[src/rtl/swl_pkg.sv]
package swl_pkg;

  // strobes from the control FSM into the datapath
  typedef struct packed {
    logic stepPtr;   // move the scan pointer one group on
    logic capture;   // latch the group under the pointer as the request
  } swl_ctrl_t;

  typedef enum logic [1:0] {
    ST_IDLE = 2'd0,
    ST_SCAN = 2'd1,
    ST_REQ  = 2'd2
  } swl_state_t;

endpackage

[src/rtl/swl_track_dp.sv]
module swl_track_dp
  import swl_pkg::*;
#(
  parameter int NUM_BLOCKS  = 64,
  parameter int GROUP_SHIFT = 2,
  parameter int THRESHOLD   = 100,
  parameter int ECNT_W      = 16,
  localparam int BLK_W   = $clog2(NUM_BLOCKS),
  localparam int NGROUPS = NUM_BLOCKS >> GROUP_SHIFT,
  localparam int GRP_W   = $clog2(NGROUPS),
  localparam int FCNT_W  = $clog2(NGROUPS + 1)
) (
  input  logic               clk,
  input  logic               rst_n,
  input  logic               eraseValid,
  input  logic [BLK_W-1:0]   eraseBlock,
  input  swl_ctrl_t          ctrl,
  output logic               trigger,
  output logic               flagAtPtr,
  output logic [BLK_W-1:0]   reqBlock,
  output logic [NGROUPS-1:0] flagBits,
  output logic [FCNT_W-1:0]  fcnt
);

  localparam int THR_W = $clog2(THRESHOLD + 1);
  localparam int CMP_W = THR_W + FCNT_W + ECNT_W;

  logic [ECNT_W-1:0] ecnt;
  logic [GRP_W-1:0]  scanPtr;
  logic [GRP_W-1:0]  eraseGrp;
  logic              groupHit;
  logic              groupNew;
  logic              fillAll;
  logic [CMP_W-1:0]  needed;

  assign eraseGrp = GRP_W'(eraseBlock >> GROUP_SHIFT);
  assign groupHit = eraseValid && flagBits[eraseGrp];
  assign groupNew = eraseValid && !flagBits[eraseGrp];
  assign fillAll  = groupNew && (fcnt == FCNT_W'(NGROUPS - 1));

  // erase flags and the two interval counters
  always_ff @(posedge clk) begin
    if (!rst_n || fillAll) begin
      flagBits <= '0;
      fcnt     <= '0;
      ecnt     <= '0;
    end else if (eraseValid) begin
      if (ecnt != {ECNT_W{1'b1}}) ecnt <= ecnt + 1'b1;
      if (groupNew) begin
        flagBits[eraseGrp] <= 1'b1;
        fcnt               <= fcnt + 1'b1;
      end
    end
  end

  // ratio trigger: ecnt >= THRESHOLD * fcnt with a nonzero fcnt
  assign needed  = CMP_W'(THRESHOLD) * CMP_W'(fcnt);
  assign trigger = (fcnt != '0) && (CMP_W'(ecnt) >= needed);

  // circular scan pointer and request register
  assign flagAtPtr = flagBits[scanPtr];

  always_ff @(posedge clk) begin
    if (!rst_n) begin
      scanPtr  <= '0;
      reqBlock <= '0;
    end else begin
      if (ctrl.capture) reqBlock <= BLK_W'(scanPtr) << GROUP_SHIFT;
      if (ctrl.stepPtr)
        scanPtr <= (scanPtr == GRP_W'(NGROUPS - 1)) ? '0 : scanPtr + 1'b1;
    end
  end

  // groupHit is kept for readability of the update rule above
  logic unusedHit;
  assign unusedHit = groupHit;

endmodule

[src/rtl/swl_track_ctrl.sv]
module swl_track_ctrl
  import swl_pkg::*;
(
  input  logic      clk,
  input  logic      rst_n,
  input  logic      trigger,
  input  logic      flagAtPtr,
  input  logic      reqReady,
  output swl_ctrl_t ctrl,
  output logic      reqValid
);

  swl_state_t state, stateNext;

  always_ff @(posedge clk) begin
    if (!rst_n) state <= ST_IDLE;
    else        state <= stateNext;
  end

  always_comb begin
    stateNext    = state;
    ctrl.stepPtr = 1'b0;
    ctrl.capture = 1'b0;
    case (state)
      ST_IDLE: if (trigger) stateNext = ST_SCAN;
      ST_SCAN: begin
        ctrl.stepPtr = 1'b1;
        if (!flagAtPtr) begin
          ctrl.capture = 1'b1;
          stateNext    = ST_REQ;
        end
      end
      ST_REQ:  if (reqReady) stateNext = ST_IDLE;
      default: stateNext = ST_IDLE;
    endcase
  end

  assign reqValid = (state == ST_REQ);

endmodule

[src/rtl/swl_erase_tracker.sv]
module swl_erase_tracker
  import swl_pkg::*;
#(
  parameter int NUM_BLOCKS  = 64,
  parameter int GROUP_SHIFT = 2,
  parameter int THRESHOLD   = 100,
  parameter int ECNT_W      = 16,
  localparam int BLK_W   = $clog2(NUM_BLOCKS),
  localparam int NGROUPS = NUM_BLOCKS >> GROUP_SHIFT,
  localparam int FCNT_W  = $clog2(NGROUPS + 1)
) (
  input  logic             clk,
  input  logic             rst_n,
  input  logic             eraseValid,
  input  logic [BLK_W-1:0] eraseBlock,
  output logic             reqValid,
  input  logic             reqReady,
  output logic [BLK_W-1:0] reqBlock
);

  swl_ctrl_t          ctrl;
  logic               trigger;
  logic               flagAtPtr;
  logic [NGROUPS-1:0] flagBits;
  logic [FCNT_W-1:0]  fcnt;

  swl_track_dp #(
    .NUM_BLOCKS (NUM_BLOCKS),
    .GROUP_SHIFT(GROUP_SHIFT),
    .THRESHOLD  (THRESHOLD),
    .ECNT_W     (ECNT_W)
  ) uDp (
    .clk       (clk),
    .rst_n     (rst_n),
    .eraseValid(eraseValid),
    .eraseBlock(eraseBlock),
    .ctrl      (ctrl),
    .trigger   (trigger),
    .flagAtPtr (flagAtPtr),
    .reqBlock  (reqBlock),
    .flagBits  (flagBits),
    .fcnt      (fcnt)
  );

  swl_track_ctrl uCtrl (
    .clk      (clk),
    .rst_n    (rst_n),
    .trigger  (trigger),
    .flagAtPtr(flagAtPtr),
    .reqReady (reqReady),
    .ctrl     (ctrl),
    .reqValid (reqValid)
  );

endmodule

[config.mk]
export PLATFORM = sky130hd
export DESIGN_NAME = swl_erase_tracker
export DESIGN_NICKNAME = d
export VERILOG_FILES = /design/src/rtl/swl_pkg.sv /design/src/rtl/swl_track_dp.sv /design/src/rtl/swl_track_ctrl.sv /design/src/rtl/swl_erase_tracker.sv
export SDC_FILE = /design/constraint.sdc
export NUM_CORES = 1
export LEC_CHECK = 0
export BUFFER_PORTS_ARGS = -buffer_cell sky130_fd_sc_hd__clkbuf_2
export CORE_MARGIN = 5
export CORE_UTILIZATION = 40
export CTS_CLUSTER_SIZE = 12
export DETAILED_ROUTE_END_ITERATION = 10
export GPL_TIMING_DRIVEN = 0
export PLACE_DENSITY = 0.68
export SYNTH_ARGS = -nofsm -noshare
export SYNTH_HDL_FRONTEND = slang
export SYNTH_SLANG_ARGS = --single-unit
export TNS_END_PERCENT = 100
[constraint.sdc]
create_clock -name clk -period 3.67 [get_ports clk]
set_clock_uncertainty 0.05 [all_clocks]
set_input_delay 0.367 -clock clk [delete_from_list [all_inputs] [get_ports clk]]
set_output_delay 0.367 -clock clk [all_outputs]
set_load 0.1 [all_outputs]
==> impl_metrics.env, run 1 <==
export IMPL_finalSetupViolCount=0
export IMPL_end_kind="register"
export IMPL_ys_warn_count=0
export IMPL_fp_dieH_microns=95.7
export IMPL_antenna_found_initial=0
export IMPL_path_class="reg2reg"
export IMPL_max_cap_violations=0
export IMPL_wl_microns=5900
export IMPL_irDropWorstVdd_uv=179
export IMPL_syn_area_per_cell_sq_um=8.71
export IMPL_fin_crit_sh_pct=86.9
export IMPL_cts_hold_buffers_added=0
export IMPL_critPathRequiredTime_ps=3820
export IMPL_slowest_delay_ps=440
export IMPL_post_cts_buffers=0
export IMPL_synth_top_area_share_pct=32.1
export IMPL_cp_cell_sequence="ha_1 > ha_1 > ha_1 > inv_1 > fa_1 > inv_1 > a21o_1 > a21oi_1 > xor2_1 > ha_1 > nor2b_1 > o21ai_0 > o211ai_1 > a32o_1"
export IMPL_critPathArrivalTime_ps=3340
export IMPL_rsz0062_at_grt="false"
export IMPL_cts_sinks=47
export IMPL_clock_latency_ps=310
export IMPL_mostFrequentLayoutCell="dfxtp_1"
export IMPL_pin_count=17
export IMPL_grt_pass1_vias=2318
export IMPL_netlist_instances=337
export IMPL_drv_slew=0
export IMPL_stdcell_count=456
export IMPL_drt_iter0_drc=128
export IMPL_via_per_inst=5.26
export IMPL_yosysSeqAreaShare_pct=32.1
export IMPL_cts_max_level=2
export IMPL_regArea_sq_um=941
export IMPL_status="completed"
export IMPL_vias=2400
export IMPL_max_slew_margin_rel_pct=60.9
export IMPL_area_delta_synth_final_pct=10.9
export IMPL_async_flop_share_pct=0
export IMPL_dp_hpwl_microns=4540
export IMPL_post_cts_resized=0
export IMPL_fin_crit_ps=3190
export IMPL_row_count=31
export IMPL_yosysTopAreaCell="dfxtp_1"
export IMPL_nFillCells=728
export IMPL_initial_utilization_pct=40.7
export IMPL_drcViolationCount=0
export IMPL_synth_cell_types=51
export IMPL_holdWs_ps=291
export IMPL_first_pass_iters=4
export IMPL_cpMostUsedCell="ha_1"
export IMPL_layout_drive_gt1_share_pct=11.5
export IMPL_p_leak_nw=1.33
export IMPL_core_area_sq_mm=0.00721
export IMPL_fin_tns_setup_ps=0
export IMPL_final_cell_mix="dfxtp_1, nor2_1, ha_1, a21oi_1, nand2_1"
export IMPL_synth_edff_count=0
export IMPL_cts_tree="yes"
export IMPL_critPathLaunchType="register"
export IMPL_wl_per_cell_microns=12.9
export IMPL_worst_path_buf_inv=2
export IMPL_grt_overflow_total=0
export IMPL_antenna_left=0
export IMPL_cp_slowest_cell="dfxtp_1"
export IMPL_fp_dieW_microns=95.7
export IMPL_fmax_ghz=0.314
export IMPL_antenna_cells=0
export IMPL_cts_made_buffers=5
export IMPL_post_place_cells=448
export IMPL_die_area_sq_mm=0.00915
export IMPL_portBuffers=11
export IMPL_track_usage_pct=14.2
export IMPL_multi_input_area_sq_mm=0.00182
export IMPL_worst_slew_pin_slew_ps=587
export IMPL_ys_seq_elements=47
export IMPL_root_buffer="clkbuf_8"
export IMPL_clkTransAtPathRegs_ps=90
export IMPL_crit_family="adder cells"
export IMPL_nets=398
export IMPL_p_per_area_mw_per_mm2=348
export IMPL_grt_max_degree=16
export IMPL_hold_class="in2reg"
export IMPL_routabilityCongestion=0.837
export IMPL_finalHoldViolCount=0
export IMPL_grt_pass1_wl_microns=10400
export IMPL_cts_buffer_depth=2
export IMPL_synth_area_top_cells="dfxtp_1, ha_1, nor2_1, mux2i_1, a21oi_1"
export IMPL_synth_area_sq_mm=0.00294
export IMPL_yosys_most_used_dff="dfxtp_1"
export IMPL_path_max_fanout=5
-- final timing paths --
check | from | endpoint | slack (ps) | cells past startpoint
setup / recovery | uDp.fcnt[4] | uCtrl.state[0] | 480 | 14
hold / removal | reqReady | uCtrl.state[1] | 290 | 4
setup reg to reg | uDp.fcnt[4] | uCtrl.state[0] | 480 | 14
hold reg to reg | uDp.reqBlock[3] | uDp.reqBlock[3] | 410 | 2
-- layout make-up --
| cell class | count | area share, % |
|---|---|---|
| Buffer | 15 | 3.15 |
| Clock buffer | 5 | 2.11 |
| Clock inverter | 3 | 2.08 |
| Inverter | 20 | 2.31 |
| Multi-Input combinational cell | 256 | 55.9 |
| Sequential cell | 47 | 28.9 |
| Tap cell | 99 | 3.81 |
| Timing Repair Buffer | 11 | 1.69 |
-- cell usage after synthesis (2+ instances only) --
cell type / number
dfxtp_1: 47
nor2_1: 41
ha_1: 31
a21oi_1: 24
nand2_1: 24
inv_1: 19
mux2i_1: 14
a31oi_1: 10
o21ai_0: 10
xnor2_1: 10
nand3_1: 9
nor2b_1: 9
clkbuf_1: 7
nand4_1: 7
xor2_1: 7
nor3_1: 6
buf_6: 5
mux4_2: 4
or3_1: 4
a211oi_1: 3
a21o_1: 3
and2_1: 3
and4_1: 3
nor2_2: 3
a21boi_0: 2
a22o_1: 2
a22oi_1: 2
buf_4: 2
nor4bb_1: 2
o21a_1: 2
o2bb2ai_1: 2
-- where the power goes --
part           switching (W)  internal [W]  total [W]
clock network       0.000184      0.000272   0.000456
registers          0.0000115      0.000521   0.000532
logic              0.0000892     0.0000560   0.000145
total               0.000285      0.000848    0.00113
-- tightest hold or removal path: stages --
cell and delay [ps]:
clkbuf_2 80, inv_1 40, a21oi_1 50, nor2_1 80
-- cell families (layout without fill, tap and decap cells) --
logic type	count (synthesis)	after routing	share of synthesized area, %
other	1	2	0.128
flip-flops	47	47	32.1
multiplexers	19	19	8.23
adder cells (fa/ha/maj)	32	32	13.9
AO/OA/AOI/OAI	70	70	15.4
XOR/XNOR	17	17	5.07
buffers and inverters	35	54	6.05
AND/OR/NAND/NOR	116	116	19.1
-- routing by layer --
layer  track usage, %  up-vias  routed length [microns]
met5                0        -                        0
met4             4.27        0                       70
met3             3.31       12                      242
met2             23.4       43                     2760
met1             18.5     1119                     2830
li1                 -     1226                        -
-- per-stage QoR --
stage	worst slack (ps)	util, %	total power (W)	area (sq um)
finish	483	45.1	0.00113	3250
global route	249	45.1	0.00119	3250
CTS	501	45.1	0.00115	3250
detailed placement	539	43.2	0.000688	3120
global placement	617	43.2	0.000685	3120
floorplan	849	-	0.000654	2940
-- state kept, by name, indices dropped and copies added, names as in the netlist --
register / count
uDp.ecnt: 16
uDp.flagBits: 16
uDp.fcnt: 5
uDp.reqBlock: 4
uDp.scanPtr: 4
uCtrl.state: 2
Note: power is estimated with default switching activity, not from simulation.
==> run 2: changes to the inputs <==
--- a/config.mk
+++ b/config.mk
@@ -11,7 +11,8 @@
 export CTS_CLUSTER_SIZE = 12
 export DETAILED_ROUTE_END_ITERATION = 10
 export GPL_TIMING_DRIVEN = 0
-export PLACE_DENSITY = 0.68
+export HOLD_SLACK_MARGIN = 0.02
+export PLACE_DENSITY = 0.6
 export SYNTH_ARGS = -nofsm -noshare
 export SYNTH_HDL_FRONTEND = slang
 export SYNTH_SLANG_ARGS = --single-unit
==> run 2 against run 1 <==
Effect of this change: flip-flop and latch count is the same; die area is the same; non-clock buffer count is the same; routed wire length grew 3.4%; critical path depth is the same; maximum frequency grew 2.7%; register-to-register slack gained 80 ps; global-route usage grew 0.31 points; design area shrank 1.5%; worst setup slack gained 84 ps; highest routed layer unchanged.
==> impl_metrics.env, run 2 (synthesis gave the netlist of run 1 again) <==
export IMPL_hold_class="in2reg"
export IMPL_p_leak_nw=1.32
export IMPL_track_usage_pct=14.6
export IMPL_post_cts_resized=0
export IMPL_cts_buffer_depth=2
export IMPL_core_area_sq_mm=0.00721
export IMPL_design_area_sq_mm=0.00321
export IMPL_path_class="reg2reg"
export IMPL_dp_hpwl_microns=4750
export IMPL_reg2reg_depth=14
export IMPL_whs_path_depth=4
export IMPL_grt_overflow_total=0
export IMPL_grt_max_degree=14
export IMPL_nFillCells=734
export IMPL_place_area_sq_mm=0.00312
export IMPL_drcViolationCount=0
export IMPL_clkTransAtPathRegs_ps=80
export IMPL_cts_made_buffers=5
export IMPL_p_comb_share_pct=14.6
export IMPL_fin_tns_setup_ps=0
export IMPL_slowest_delay_ps=440
export IMPL_portBuffers=11
export IMPL_via_per_inst=5.19
export IMPL_antenna_left=0
export IMPL_fmax_ghz=0.322
export IMPL_fin_crit_sh_pct=84.6
export IMPL_grt_pass1_wl_microns=10400
export IMPL_final_cell_mix="dfxtp_1, nor2_1, ha_1, a21oi_1, nand2_1"
export IMPL_rsz0062_at_grt="false"
export IMPL_largestRegisters="uDp.ecnt x16, uDp.flagBits x16, uDp.fcnt x5"
export IMPL_cts_sinks=47
export IMPL_antenna_cells=0
export IMPL_status="completed"
export IMPL_wl_per_cell_microns=13.4
export IMPL_finalHoldViolCount=0
export IMPL_drv_slew=0
export IMPL_path_max_fanout=5
export IMPL_cts_max_level=2
export IMPL_max_cap_violations=0
export IMPL_initial_utilization_pct=40.7
export IMPL_max_slew_margin_rel_pct=57.3
export IMPL_pwr_share_clk_pct=31.8
export IMPL_root_buffer="clkbuf_8"
export IMPL_power_switching_w=0.000268
export IMPL_cp_cell_sequence="ha_1 > ha_1 > ha_1 > inv_1 > fa_1 > inv_1 > a21o_1 > a21oi_1 > xor2_1 > ha_1 > nor2b_1 > o21ai_0 > o211ai_1 > a32o_1"
export IMPL_post_place_ws_ps=577
export IMPL_seqPwrFrac_pct=53.6
export IMPL_pin_count=17
export IMPL_die_area_sq_mm=0.00915
export IMPL_antenna_found_initial=0
export IMPL_worst_slew_pin_slew_ps=641
export IMPL_cts_hold_buffers_added=0
export IMPL_critPathLaunchType="register"
export IMPL_routabilityCongestion=0.848
export IMPL_fp_dieH_microns=95.7
export IMPL_timing_final_ws_setup_ps=567
export IMPL_critPathArrivalTime_ps=3250
export IMPL_wl_microns=6100
export IMPL_layout_drive_gt1_share_pct=11.2
export IMPL_total_power_w=0.000992
export IMPL_vias=2362
export IMPL_end_kind="register"
export IMPL_first_pass_iters=4
export IMPL_critPathRequiredTime_ps=3820
export IMPL_row_count=31
export IMPL_finalSetupViolCount=0
export IMPL_fin_util_pct=44.4
export IMPL_cp_slowest_cell="dfxtp_1"
export IMPL_irDropWorstVdd_uv=137
export IMPL_fin_crit_ps=3100
export IMPL_switching_share_pct=27.0
export IMPL_cts_tree="yes"
export IMPL_p_per_area_mw_per_mm2=310
export IMPL_area_delta_synth_final_pct=9.21
export IMPL_cpMostUsedCell="ha_1"
export IMPL_drt_iter0_drc=58
export IMPL_nets=398
export IMPL_clock_latency_ps=300
export IMPL_mostFrequentLayoutCell="dfxtp_1"
export IMPL_regArea_sq_um=941
export IMPL_internal_power_w=0.000724
export IMPL_fp_dieW_microns=95.7
export IMPL_multi_input_area_sq_mm=0.00182
export IMPL_grt_pass1_vias=2235
export IMPL_post_cts_buffers=0
==> run 2: cell count changes in the layout (fill, tap and decap cells not counted) <==
cell | previous run | this run
clkbuf_8 | 5 | 6
clkinv_2 | 0 | 1
bufinv_16 | 2 | 0
clkinvlp_4 | 1 | 0
==> run 2: power by group through the flow <==
stage	sequential (W)	combinational [W]	clock, W
2_1_floorplan	0.000542	0.000112	0
3_3_place_gp	0.000544	0.000144	0
3_5_place_dp	0.000544	0.000145	0
4_1_cts	0.000532	0.000146	0.000326
5_1_grt	0.000535	0.000164	0.000345
6_report	0.000532	0.000145	0.000315
==> run 2: metrics by stage <==
stage	std cells	hold slack, ps
6_report	455	303
3_5_place_dp	448	409
2_1_floorplan	338	402
4_1_cts	455	294
5_1_grt	455	347
3_3_place_gp	448	394
==> run 2: worst paths after layout <==
| check | slack [ps] | endpoint | startpoint |
|---|---|---|---|
| hold / removal | 300 | uCtrl.state[1] | reqReady |
| setup / recovery | 570 | uCtrl.state[0] | uDp.fcnt[4] |
| hold reg to reg | 410 | uDp.reqBlock[4] | uDp.reqBlock[4] |
| setup reg to reg | 570 | uCtrl.state[0] | uDp.fcnt[4] |
==> run 2: layer usage <==
| metal | vias up | wire length (microns) | share of wire [%] | GRT usage (%) |
|---|---|---|---|---|
| li1 | 1224 | - | - | - |
| met1 | 1096 | 3000 | 49 | 18.8 |
| met2 | 33 | 2800 | 46 | 24.0 |
| met3 | 9 | 206 | 3.4 | 2.68 |
| met4 | 0 | 93 | 1.5 | 5.45 |
| met5 | - | 0 | 0 | 0 |
==> run 2: final cells by class <==
cell class              count  share of cell area, %
multi-input cells         256                   56.8
flip-flops and latches     47                   29.4
well taps                  99                   3.86
plain buffers              15                   3.20
clock buffers               6                   2.58
inverters                  20                   2.34
repair buffers             11                   1.72
clock inverters             1                  0.156
==> run 2: worst max-delay path, delay by kind of cell, from the launching register on <==
| family | cells | cell delay (ps) |
|---|---|---|
| AOI/OAI and AO/OA | 5 | 710 |
| xor gates and xnor gates | 1 | 150 |
| buffers and inverters | 2 | 120 |
| adders and majority gates | 5 | 1390 |
| DFF | 1 | 440 |
| and+or+nand+nor | 1 | 140 |
==> run 3: changes to the inputs <==
==> constraint.sdc (replaced) <==
create_clock -name clk -period 3.25 [get_ports clk]
set_clock_uncertainty 0.05 [all_clocks]
set_input_delay 0.325 -clock clk [delete_from_list [all_inputs] [get_ports clk]]
set_output_delay 0.325 -clock clk [all_outputs]
set_load 0.1 [all_outputs]
==> run 3 against run 2 <==
Effect of this change: worst setup slack worse by 350 ps; worst hold slack worse by 50 ps; register-to-register slack got worse by 350 ps; non-clock buffer count unchanged; critical path type unchanged; combinational power rose by 12%; total power increased by 13%; routed wire length about the same; sequential share of layout area hardly changed; critical path depth did not move; clock-buffer cell count unchanged.
==> impl_metrics.env, run 3 (synthesis gave the netlist of run 1 again) <==
export IMPL_fin_tns_setup_ps=0
export IMPL_reg2reg_depth=14
export IMPL_fp_dieH_microns=95.7
export IMPL_die_area_sq_mm=0.00915
export IMPL_path_max_fanout=5
export IMPL_worstHoldStart="reqReady"
export IMPL_core_area_sq_mm=0.00721
export IMPL_portBuffers=11
export IMPL_nets=398
export IMPL_dp_hpwl_microns=4750
export IMPL_fin_crit_sh_pct=93.3
export IMPL_via_per_inst=5.16
export IMPL_p_per_area_mw_per_mm2=349
export IMPL_holdWs_ps=253
export IMPL_cts_buffer_depth=2
export IMPL_post_place_cells=448
export IMPL_end_kind="register"
export IMPL_critPathLaunchType="register"
export IMPL_fmax_ghz=0.330
export IMPL_initial_utilization_pct=40.7
export IMPL_fin_crit_ps=3030
export IMPL_max_cap_violations=0
export IMPL_antenna_cells=0
export IMPL_finalSetupViolCount=0
export IMPL_post_cts_buffers=0
export IMPL_critPathArrivalTime_ps=3180
export IMPL_antenna_found_initial=0
export IMPL_clkTransAtPathRegs_ps=80
export IMPL_cts_tree="yes"
export IMPL_cts_sinks=47
export IMPL_drcViolationCount=0
export IMPL_post_cts_resized=0
export IMPL_irDropWorstVdd_uv=155
export IMPL_reg2reg_to="uCtrl.state[0]"
export IMPL_r2r_start="uDp.fcnt[1]"
export IMPL_row_count=31
export IMPL_layout_drive_gt1_share_pct=12.4
export IMPL_status="completed"
export IMPL_stdcell_count=455
export IMPL_design_area_sq_mm=0.00321
export IMPL_setup_worst_path_start="uDp.fcnt[1]"
export IMPL_drv_slew=0
export IMPL_cts_hold_buffers_added=0
export IMPL_finalHoldViolCount=0
export IMPL_wl_microns=6090
export IMPL_drt_iter0_drc=59
export IMPL_critPathRequiredTime_ps=3400
export IMPL_p_leak_nw=1.32
export IMPL_fin_util_pct=44.5
export IMPL_largestRegisters="uDp.ecnt x16, uDp.flagBits x16, uDp.fcnt x5"
export IMPL_fp_dieW_microns=95.7
export IMPL_first_pass_iters=4
export IMPL_grt_pass1_wl_microns=10400
export IMPL_cts_max_level=2
export IMPL_endpoint="uCtrl.state[0]"
export IMPL_routabilityCongestion=0.848
export IMPL_antenna_left=0
export IMPL_grt_max_degree=14
export IMPL_cts_made_buffers=5
export IMPL_grt_pass1_vias=2235
export IMPL_area_delta_synth_final_pct=9.46
export IMPL_max_slew_margin_rel_pct=57.8
export IMPL_worst_slew_pin_slew_ps=633
export IMPL_path_class="reg2reg"
export IMPL_track_usage_pct=14.6
export IMPL_final_cell_mix="dfxtp_1, nor2_1, ha_1, nand2_1, a21oi_1"
export IMPL_grt_overflow_total=0
export IMPL_mostFrequentLayoutCell="dfxtp_1"
export IMPL_root_buffer="clkbuf_8"
export IMPL_wl_per_cell_microns=13.4
export IMPL_place_area_sq_mm=0.00312
export IMPL_hold_class="in2reg"
export IMPL_clock_latency_ps=300
export IMPL_pin_count=17
export IMPL_reg2reg_slack_ps=220
export IMPL_rsz0062_at_grt="false"
export IMPL_vias=2348
[run 3: cell counts in the layout (fill, tap and decap cells not counted)]
No cell type changed its count.
[run 3: area by class of cell]
class                   instances  area, sq um
well taps                      99          124
plain buffers                  15          103
clock buffers                   6         82.6
multi-input cells             256         1820
inverters                      20         75.1
flip-flops and latches         47          945
clock inverters                 1         5.00
fillers                       733         4000
repair buffers                 11         55.1
[run 3: through the flow]
step / worst slack (ps) / power, W
floorplan: 429 / 0.000738
global placement: 167 / 0.000776
detailed placement: 157 / 0.000779
CTS: 128 / 0.00114
global route: 37.0 / 0.00118
finish: 218 / 0.00112
[run 3: critical path, stage by stage, from the launching register on]
cell and delay, ps:
dfxtp_2 350, ha_1 290, ha_1 270, ha_1 160, inv_1 50, fa_1 390
inv_1 70, a21o_1 110, a21oi_1 70, xor2_1 150, ha_1 300, nor2b_1 140
o21ai_0 140, o211ai_1 150, a32o_1 230
[run 3: worst min-delay path by stage]
stage	end	slack (ps)	depth (start not counted)
2_1_floorplan	uDp.flagBits[4]	400	2
3_3_place_gp	uDp.reqBlock[3]	390	2
3_5_place_dp	uDp.reqBlock[4]	410	2
4_1_cts	uCtrl.state[1]	250	4
5_1_grt	uCtrl.state[1]	310	4
6_report	uCtrl.state[1]	250	4
[run 3: where the power goes]
group,total (W),switching [W],internal [W]
Sequential,0.000601,0.0000133,0.000588
Combinational,0.000163,0.000101,0.0000626
Clock,0.000356,0.000189,0.000167
Total,0.00112,0.000303,0.000818
[run 3: layer usage]
layer	track usage (%)	up-vias	wire [microns]
met5	0	-	0
met3	2.68	9	211
met2	24.0	34	2790
li1	-	1220	-
met1	18.8	1085	3000
met4	5.45	0	93
